===== src/rtl/te_seq_pkg.sv =====
package te_seq_pkg;

    typedef enum logic [1:0] {
        ST_IDLE,
        ST_SEND,
        ST_WAIT_BTA,
        ST_WAIT_TE
    } seq_state_e;

    typedef struct packed {
        seq_state_e st;
        logic       second;
        logic       poll;
        logic       te_seen;
        logic       done;
    } seq_regs_t;

    localparam int ERR_NO_TE   = 0;
    localparam int ERR_TIMEOUT = 1;
    localparam int ERR_COUNT   = 2;

endpackage


===== src/rtl/te_win_timer.sv =====
module te_win_timer #(
    parameter int BASE_W    = 10,
    parameter int SEL_W     = 2,
    parameter int MIN_SHIFT = 8
) (
    input  logic                    clk,
    input  logic                    rst_n,
    input  logic                    load_i,
    input  logic                    stop_i,
    input  logic [BASE_W+SEL_W-1:0] cfg_i,
    output logic                    expired_o
);
    localparam int CNT_W = BASE_W + MIN_SHIFT + (1 << SEL_W) - 1;

    typedef struct packed {
        logic             run;
        logic [CNT_W-1:0] cnt;
    } tmr_t;

    tmr_t             d, q;
    logic [CNT_W-1:0] span;

    always_comb begin
        span = CNT_W'(cfg_i[BASE_W-1:0]) << (MIN_SHIFT + int'(cfg_i[BASE_W +: SEL_W]));
        d    = q;
        if (stop_i) begin
            d.run = 1'b0;
        end else if (load_i) begin
            d.run = 1'b1;
            d.cnt = span;
        end else if (q.run && q.cnt != '0) begin
            d.cnt = q.cnt - CNT_W'(1);
        end
    end

    always_ff @(posedge clk or negedge rst_n) begin
        if (!rst_n) q <= '0;
        else        q <= d;
    end

    assign expired_o = q.run && (q.cnt == '0);

    assert_window_count_down_R5: assert property (@(posedge clk) disable iff (!rst_n)
        (q.run && q.cnt != '0 && !load_i && !stop_i) |=> (q.cnt == $past(q.cnt) - CNT_W'(1)));

endmodule


===== src/rtl/te_sticky_flags.sv =====
module te_sticky_flags #(
    parameter int N = 2
) (
    input  logic         clk,
    input  logic         rst_n,
    input  logic [N-1:0] set_i,
    input  logic         clr_i,
    output logic [N-1:0] flags_o
);
    logic [N-1:0] flags_d, flags_q;

    for (genvar i = 0; i < N; i++) begin : g_flag
        always_comb begin
            if (set_i[i])     flags_d[i] = 1'b1;
            else if (clr_i)   flags_d[i] = 1'b0;
            else              flags_d[i] = flags_q[i];
        end

        assert_flag_sticky_R10: assert property (@(posedge clk) disable iff (!rst_n)
            (flags_q[i] && !clr_i) |=> flags_q[i]);
    end

    always_ff @(posedge clk or negedge rst_n) begin
        if (!rst_n) flags_q <= '0;
        else        flags_q <= flags_d;
    end

    assign flags_o = flags_q;

endmodule


===== src/rtl/te_req_seq.sv =====
module te_req_seq
    import te_seq_pkg::*;
#(
    parameter int BASE_W    = 10,
    parameter int SEL_W     = 2,
    parameter int MIN_SHIFT = 8
) (
    input  logic                    clk,
    input  logic                    rst_n,
    input  logic                    start_i,
    input  logic                    force_stop_i,
    input  logic                    clr_err_i,
    input  logic                    poll_mode_i,
    input  logic                    bta_en_i,
    input  logic                    te_en_i,
    input  logic [BASE_W+SEL_W-1:0] timeout_cfg_i,
    input  logic                    link_rdy_i,
    input  logic                    bta_rcvd_i,
    input  logic                    te_rcvd_i,
    output logic                    bta_req_o,
    output logic                    done_o,
    output logic                    busy_o,
    output logic                    err_no_te_o,
    output logic                    err_timeout_o
);
    seq_regs_t            d, q;
    logic                 tmr_load, tmr_stop, tmr_exp;
    logic                 err_clr;
    logic [ERR_COUNT-1:0] err_set, err_flags;
    logic                 te_now;

    always_comb begin
        d         = q;
        d.done    = 1'b0;
        bta_req_o = 1'b0;
        tmr_load  = 1'b0;
        tmr_stop  = 1'b0;
        err_set   = '0;
        err_clr   = clr_err_i;
        te_now    = q.te_seen || te_rcvd_i;

        case (q.st)
            ST_IDLE: begin
                if (start_i && bta_en_i && te_en_i) begin
                    d.st      = ST_SEND;
                    d.second  = 1'b0;
                    d.poll    = poll_mode_i;
                    d.te_seen = 1'b0;
                    err_clr   = 1'b1;
                end
            end
            ST_SEND: begin
                if (link_rdy_i && !force_stop_i) begin
                    bta_req_o = 1'b1;
                    tmr_load  = !q.poll;
                    d.st      = ST_WAIT_BTA;
                    d.te_seen = te_rcvd_i;
                end else if (tmr_exp) begin
                    err_set[ERR_TIMEOUT] = 1'b1;
                    d.st     = ST_IDLE;
                    d.done   = 1'b1;
                    tmr_stop = 1'b1;
                end
            end
            ST_WAIT_BTA: begin
                if (te_rcvd_i) d.te_seen = 1'b1;
                if (bta_rcvd_i) begin
                    if (te_now) begin
                        d.st     = ST_IDLE;
                        d.done   = 1'b1;
                        tmr_stop = 1'b1;
                    end else if (q.poll) begin
                        d.st      = ST_SEND;
                        d.te_seen = 1'b0;
                    end else if (!q.second) begin
                        d.st      = ST_SEND;
                        d.second  = 1'b1;
                        d.te_seen = 1'b0;
                    end else begin
                        d.st = ST_WAIT_TE;
                    end
                end else if (tmr_exp) begin
                    err_set[ERR_TIMEOUT] = 1'b1;
                    d.st     = ST_IDLE;
                    d.done   = 1'b1;
                    tmr_stop = 1'b1;
                end
            end
            ST_WAIT_TE: begin
                if (te_rcvd_i) begin
                    d.st     = ST_IDLE;
                    d.done   = 1'b1;
                    tmr_stop = 1'b1;
                end else if (tmr_exp) begin
                    err_set[ERR_NO_TE] = 1'b1;
                    d.st     = ST_IDLE;
                    d.done   = 1'b1;
                    tmr_stop = 1'b1;
                end
            end
            default: d.st = ST_IDLE;
        endcase

        if (force_stop_i && q.st != ST_IDLE) begin
            d.st     = ST_IDLE;
            d.done   = 1'b1;
            tmr_load = 1'b0;
            tmr_stop = 1'b1;
            err_set  = '0;
        end
    end

    always_ff @(posedge clk or negedge rst_n) begin
        if (!rst_n) q <= '{st: ST_IDLE, default: '0};
        else        q <= d;
    end

    te_win_timer #(
        .BASE_W    (BASE_W),
        .SEL_W     (SEL_W),
        .MIN_SHIFT (MIN_SHIFT)
    ) u_timer (
        .clk       (clk),
        .rst_n     (rst_n),
        .load_i    (tmr_load),
        .stop_i    (tmr_stop),
        .cfg_i     (timeout_cfg_i),
        .expired_o (tmr_exp)
    );

    te_sticky_flags #(
        .N (ERR_COUNT)
    ) u_flags (
        .clk     (clk),
        .rst_n   (rst_n),
        .set_i   (err_set),
        .clr_i   (err_clr),
        .flags_o (err_flags)
    );

    assign done_o        = q.done;
    assign busy_o        = (q.st != ST_IDLE);
    assign err_no_te_o   = err_flags[ERR_NO_TE];
    assign err_timeout_o = err_flags[ERR_TIMEOUT];

    // Outstanding-response tracker kept only for the checks below.
    logic outst_q;
    always_ff @(posedge clk or negedge rst_n) begin
        if (!rst_n)                           outst_q <= 1'b0;
        else if (bta_req_o)                   outst_q <= 1'b1;
        else if (bta_rcvd_i || !busy_o)       outst_q <= 1'b0;
    end

    assert_bta_needs_ready_R9: assert property (@(posedge clk) disable iff (!rst_n)
        bta_req_o |-> link_rdy_i);
    assert_bta_single_cycle_R9: assert property (@(posedge clk) disable iff (!rst_n)
        bta_req_o |=> !bta_req_o);
    assert_bta_after_resp_R9: assert property (@(posedge clk) disable iff (!rst_n)
        bta_req_o |-> !outst_q);
    assert_start_gated_R1: assert property (@(posedge clk) disable iff (!rst_n)
        (!busy_o && start_i && !(bta_en_i && te_en_i)) |=> !busy_o);
    assert_force_stop_R8: assert property (@(posedge clk) disable iff (!rst_n)
        (force_stop_i && busy_o) |=> (!busy_o && done_o && $stable(err_no_te_o) && $stable(err_timeout_o)));
    assert_poll_no_te_err_R7: assert property (@(posedge clk) disable iff (!rst_n)
        $rose(err_no_te_o) |-> !q.poll);
    assert_done_pulse_R11: assert property (@(posedge clk) disable iff (!rst_n)
        done_o |-> (!busy_o && $past(busy_o)));

endmodule


===== config.mk =====
export PLATFORM = sky130hd
export DESIGN_NAME = te_req_seq
export DESIGN_NICKNAME = d
export VERILOG_FILES = /design/src/rtl/te_seq_pkg.sv /design/src/rtl/te_win_timer.sv /design/src/rtl/te_sticky_flags.sv /design/src/rtl/te_req_seq.sv
export SDC_FILE = /design/constraint.sdc
export NUM_CORES = 1
export LEC_CHECK = 0
export ABC_AREA = 1
export BUFFER_PORTS_ARGS = -buffer_cell sky130_fd_sc_hd__buf_2
export CAP_MARGIN = 20
export CORE_MARGIN = 4
export CORE_UTILIZATION = 47
export DETAILED_ROUTE_END_ITERATION = 10
export GPL_TIMING_DRIVEN = 0
export PLACE_DENSITY = 0.67
export SLEW_MARGIN = 40
export SYNTH_ARGS = -nofsm -noshare
export SYNTH_HDL_FRONTEND = slang
export SYNTH_SLANG_ARGS = --single-unit

===== constraint.sdc =====
create_clock -name clk -period 5.6 [get_ports clk]
set_clock_uncertainty 0.1 [all_clocks]
set_input_delay 1.12 -clock clk [delete_from_list [all_inputs] [get_ports clk]]
set_output_delay 1.12 -clock clk [all_outputs]
set_load 0.05 [all_outputs]

==> results.md <==
- Status: completed
- Final hold slack: 0.381 ns
- Top cell type's share of synthesized area: 32.0%
- Final Hold Violating Endpoints: 0
- Initial Util: 49.0%
- Slew Limit Headroom: 55.5%
- Syn Inst Count: 376
- Global route total overflow: 0
- Pre-CTS WS: 2.58 ns
- Number of vias per cell: 5.09
- Port Buf Inserts: 27
- Post-CTS Setup Inserts: 0
- Worst R2R Start: q[5]
- Placed insts: 470
- Power Density: 517 mW/mm^2
- PostCTS Resize Cnt: 0
- Post-synthesis async set-or-reset flop share: 100%
- Commonest cells in the netlist: nand2_1, nand3_1, nor2_1, inv_1, dfrtp_1
- Die Span X: 78.6 um
- Residual DRC: 0
- Row Count: 25
- Post-synth cell types: 31
- Most frequent cell after synthesis: nand2_1
- Total Wirelength: 5.96 mm
- Clk buf depth: 2
- Reg2Reg Setup Slack: 3.38 ns
- Post-layout min period: 3.03 ns
- Post-Synth XOR/XNOR Area: 1.87%
- Critical Path RT: 4.38 ns
- Critical Path End: bta_req_o
- Worst Max-Slew Pin Slew: 0.667 ns
- Fillers: 500
- Final Cell Area: 0.00267 mm^2
- DP HPWL: 4.58 mm
- Layout net count: 439
- Fmax: 331 MHz
- Largest family of logic cells by synthesized area: simple AND/OR/NAND/NOR gates
- CORE AREA: 0.00479 mm^2
- TritonCTS Buffers: 5
- Total power: 1.38 mW
- Synthesis Warnings: 0
- CTS tree: built
- Aggregate global-route resource usage: 20.5%
- Largest net degree at the start of global routing: 31
- Clk slew on worst S/H paths: 0.06 ns
- Fin Setup TNS: 0 ns
- Root buf cell: clkbuf_8
- FF-to-FF path depth: 9
- Post-synthesis adder-cell area fraction: 3.20%
- H-tree level count: 2
- Placed inst area: 0.00256 mm^2
- Reg2reg end: u_timer.q[13]
- Sequential Area: 751 um^2
- Area of the mapped netlist: 0.00234 mm^2
- Critical Path AT: 1.81 ns
- Post-synthesis sequential area ratio: 32.0%
- First-pass GRT wire length: 10.0 mm
- First drt pass iteration count: 4
- Drt wl/cell: 12.5 um
- VDD IR max: 0.229 mV
- GP Congestion: 0.873
- Mapped Nets: 405
- Area grow syn2layout: 14.0%
- Avg Cell Area, Syn: 6.24 um^2
- Total number of vias: 2,431
- I/O pins: 28
- Post-synth EDFFs: 0
- ANT cells: 0
- Final worst-path cycle share: 54.0%
- Max Cap Violations: 0
- Min-delay worst type: flip-flop to flip-flop
- CP Launch Point: force_stop_i
- Non-Filler Instances: 478
- Synth Area in Compound Gates: 8.64%
- Crit Path Class: primary input to output port
- Initial antenna violation count: 0
- Initial drt markers: 126
- Worst-path maximum fanout: 4
- Layout cells sized above 1: 12.2%
- Synth Register Bits: 30
- Synth area leaders: dfrtp_1, nand2_1, nand3_1
- Final worst slack: 2.57 ns
- Cell taking the most area after synthesis: dfrtp_1
- # setup viols final: 0
- Max Slew Vio Count: 0
- Final Core Density: 55.8%
- Simple-gate share of the synthesized area: 46.1%
- Critical path launch point type: primary input
- Die ar.: 0.00618 mm^2
- Post-synthesis mux area share: 0.427%
- Crit path capture type: output port
- # clock sinks: 30
- Die Y: 78.6 um
- Top_reg_cell synth: dfrtp_1
- Worst-Skew Late Latency: 0.29 ns
- Unrepaired setup endpoints after global routing: no
- Antenna Nets Post-Route: 0
- LEAKAGE: 1.49 nW
- Multi-input gate area: 0.00141 mm^2
- Vias in the first global route: 2,204
- Post-cts hold buffer count: 0
-- critical path, stage by stage --
cell	delay, ns
buf_2	0.13
inv_2	0.05
nand2_1	0.07
nor2_1	0.14
buf_2	0.29
-- kinds of logic after synthesis --
| logic type | after synthesis |
|---|---|
| multiplexers | 1 |
| adder cells (fa/ha/maj) | 6 |
| flip-flops | 30 |
| buffers and inverters | 43 |
| XOR/XNOR | 5 |
| AO/OA/AOI/OAI | 35 |
| AND/OR/NAND/NOR | 256 |
-- sequential cells by signal, summed over array words and instances, names as in the netlist --
register / cells
u_flags.flags_o: 2
q: 5
done_o: 1
u_timer.q: 22
-- cell usage in the layout (no fill, tap or decap), types with 2 or more instances in the layout --
cell	count
nand4_1	6
ha_1	6
buf_2	31
nor2_1	42
xnor2_1	4
inv_1	32
a22oi_1	6
nand3_1	47
clkbuf_8	5
clkbuf_1	3
a21oi_1	9
nand2_1	147
clkinv_2	2
buf_6	2
nor3_1	4
o21ai_0	15
nor2_2	2
or2_2	2
nand2_4	2
dfrtp_1	30
-- worst min-delay path by stage --
stage                                   from                  to  slack, ns  depth (start not counted)
after floorplan                         q[3]                q[3]       0.35                          2
after global placement                  q[3]                q[3]       0.36                          2
after detailed placement  u_flags.flags_o[1]  u_flags.flags_o[1]       0.37                          2
after CTS                               q[3]                q[3]       0.39                          2
after global routing      u_flags.flags_o[1]  u_flags.flags_o[1]       0.42                          2
final                                   q[3]                q[3]       0.38                          2
-- report_power, final --
part | switching [mW] | internal (mW) | total (mW)
registers | 0.0916 | 0.297 | 0.389
clock network | 0.0858 | 0.131 | 0.217
logic | 0.511 | 0.265 | 0.776
total | 0.689 | 0.692 | 1.38
-- area by class of cell --
class                      count  area share [%]
clock inverter                 3            1.50
buffer                         9            2.01
inverter                      34            4.78
multi-input combinational    303            52.9
timing repair buffer          27            5.06
clock buffer                   5            2.57
tap                           67            3.14
sequential                    30            28.1
-- metal layers --
layer	global-route usage (%)	part of all wire (%)	vias to the layer above
met3	4.47	5.3	8
met2	31.9	45	53
met4	5.24	1.3	0
li1	-	-	1274
met1	28.6	49	1096
met5	0	0	-
No activity file was read; power rests on OpenSTA's default activity.
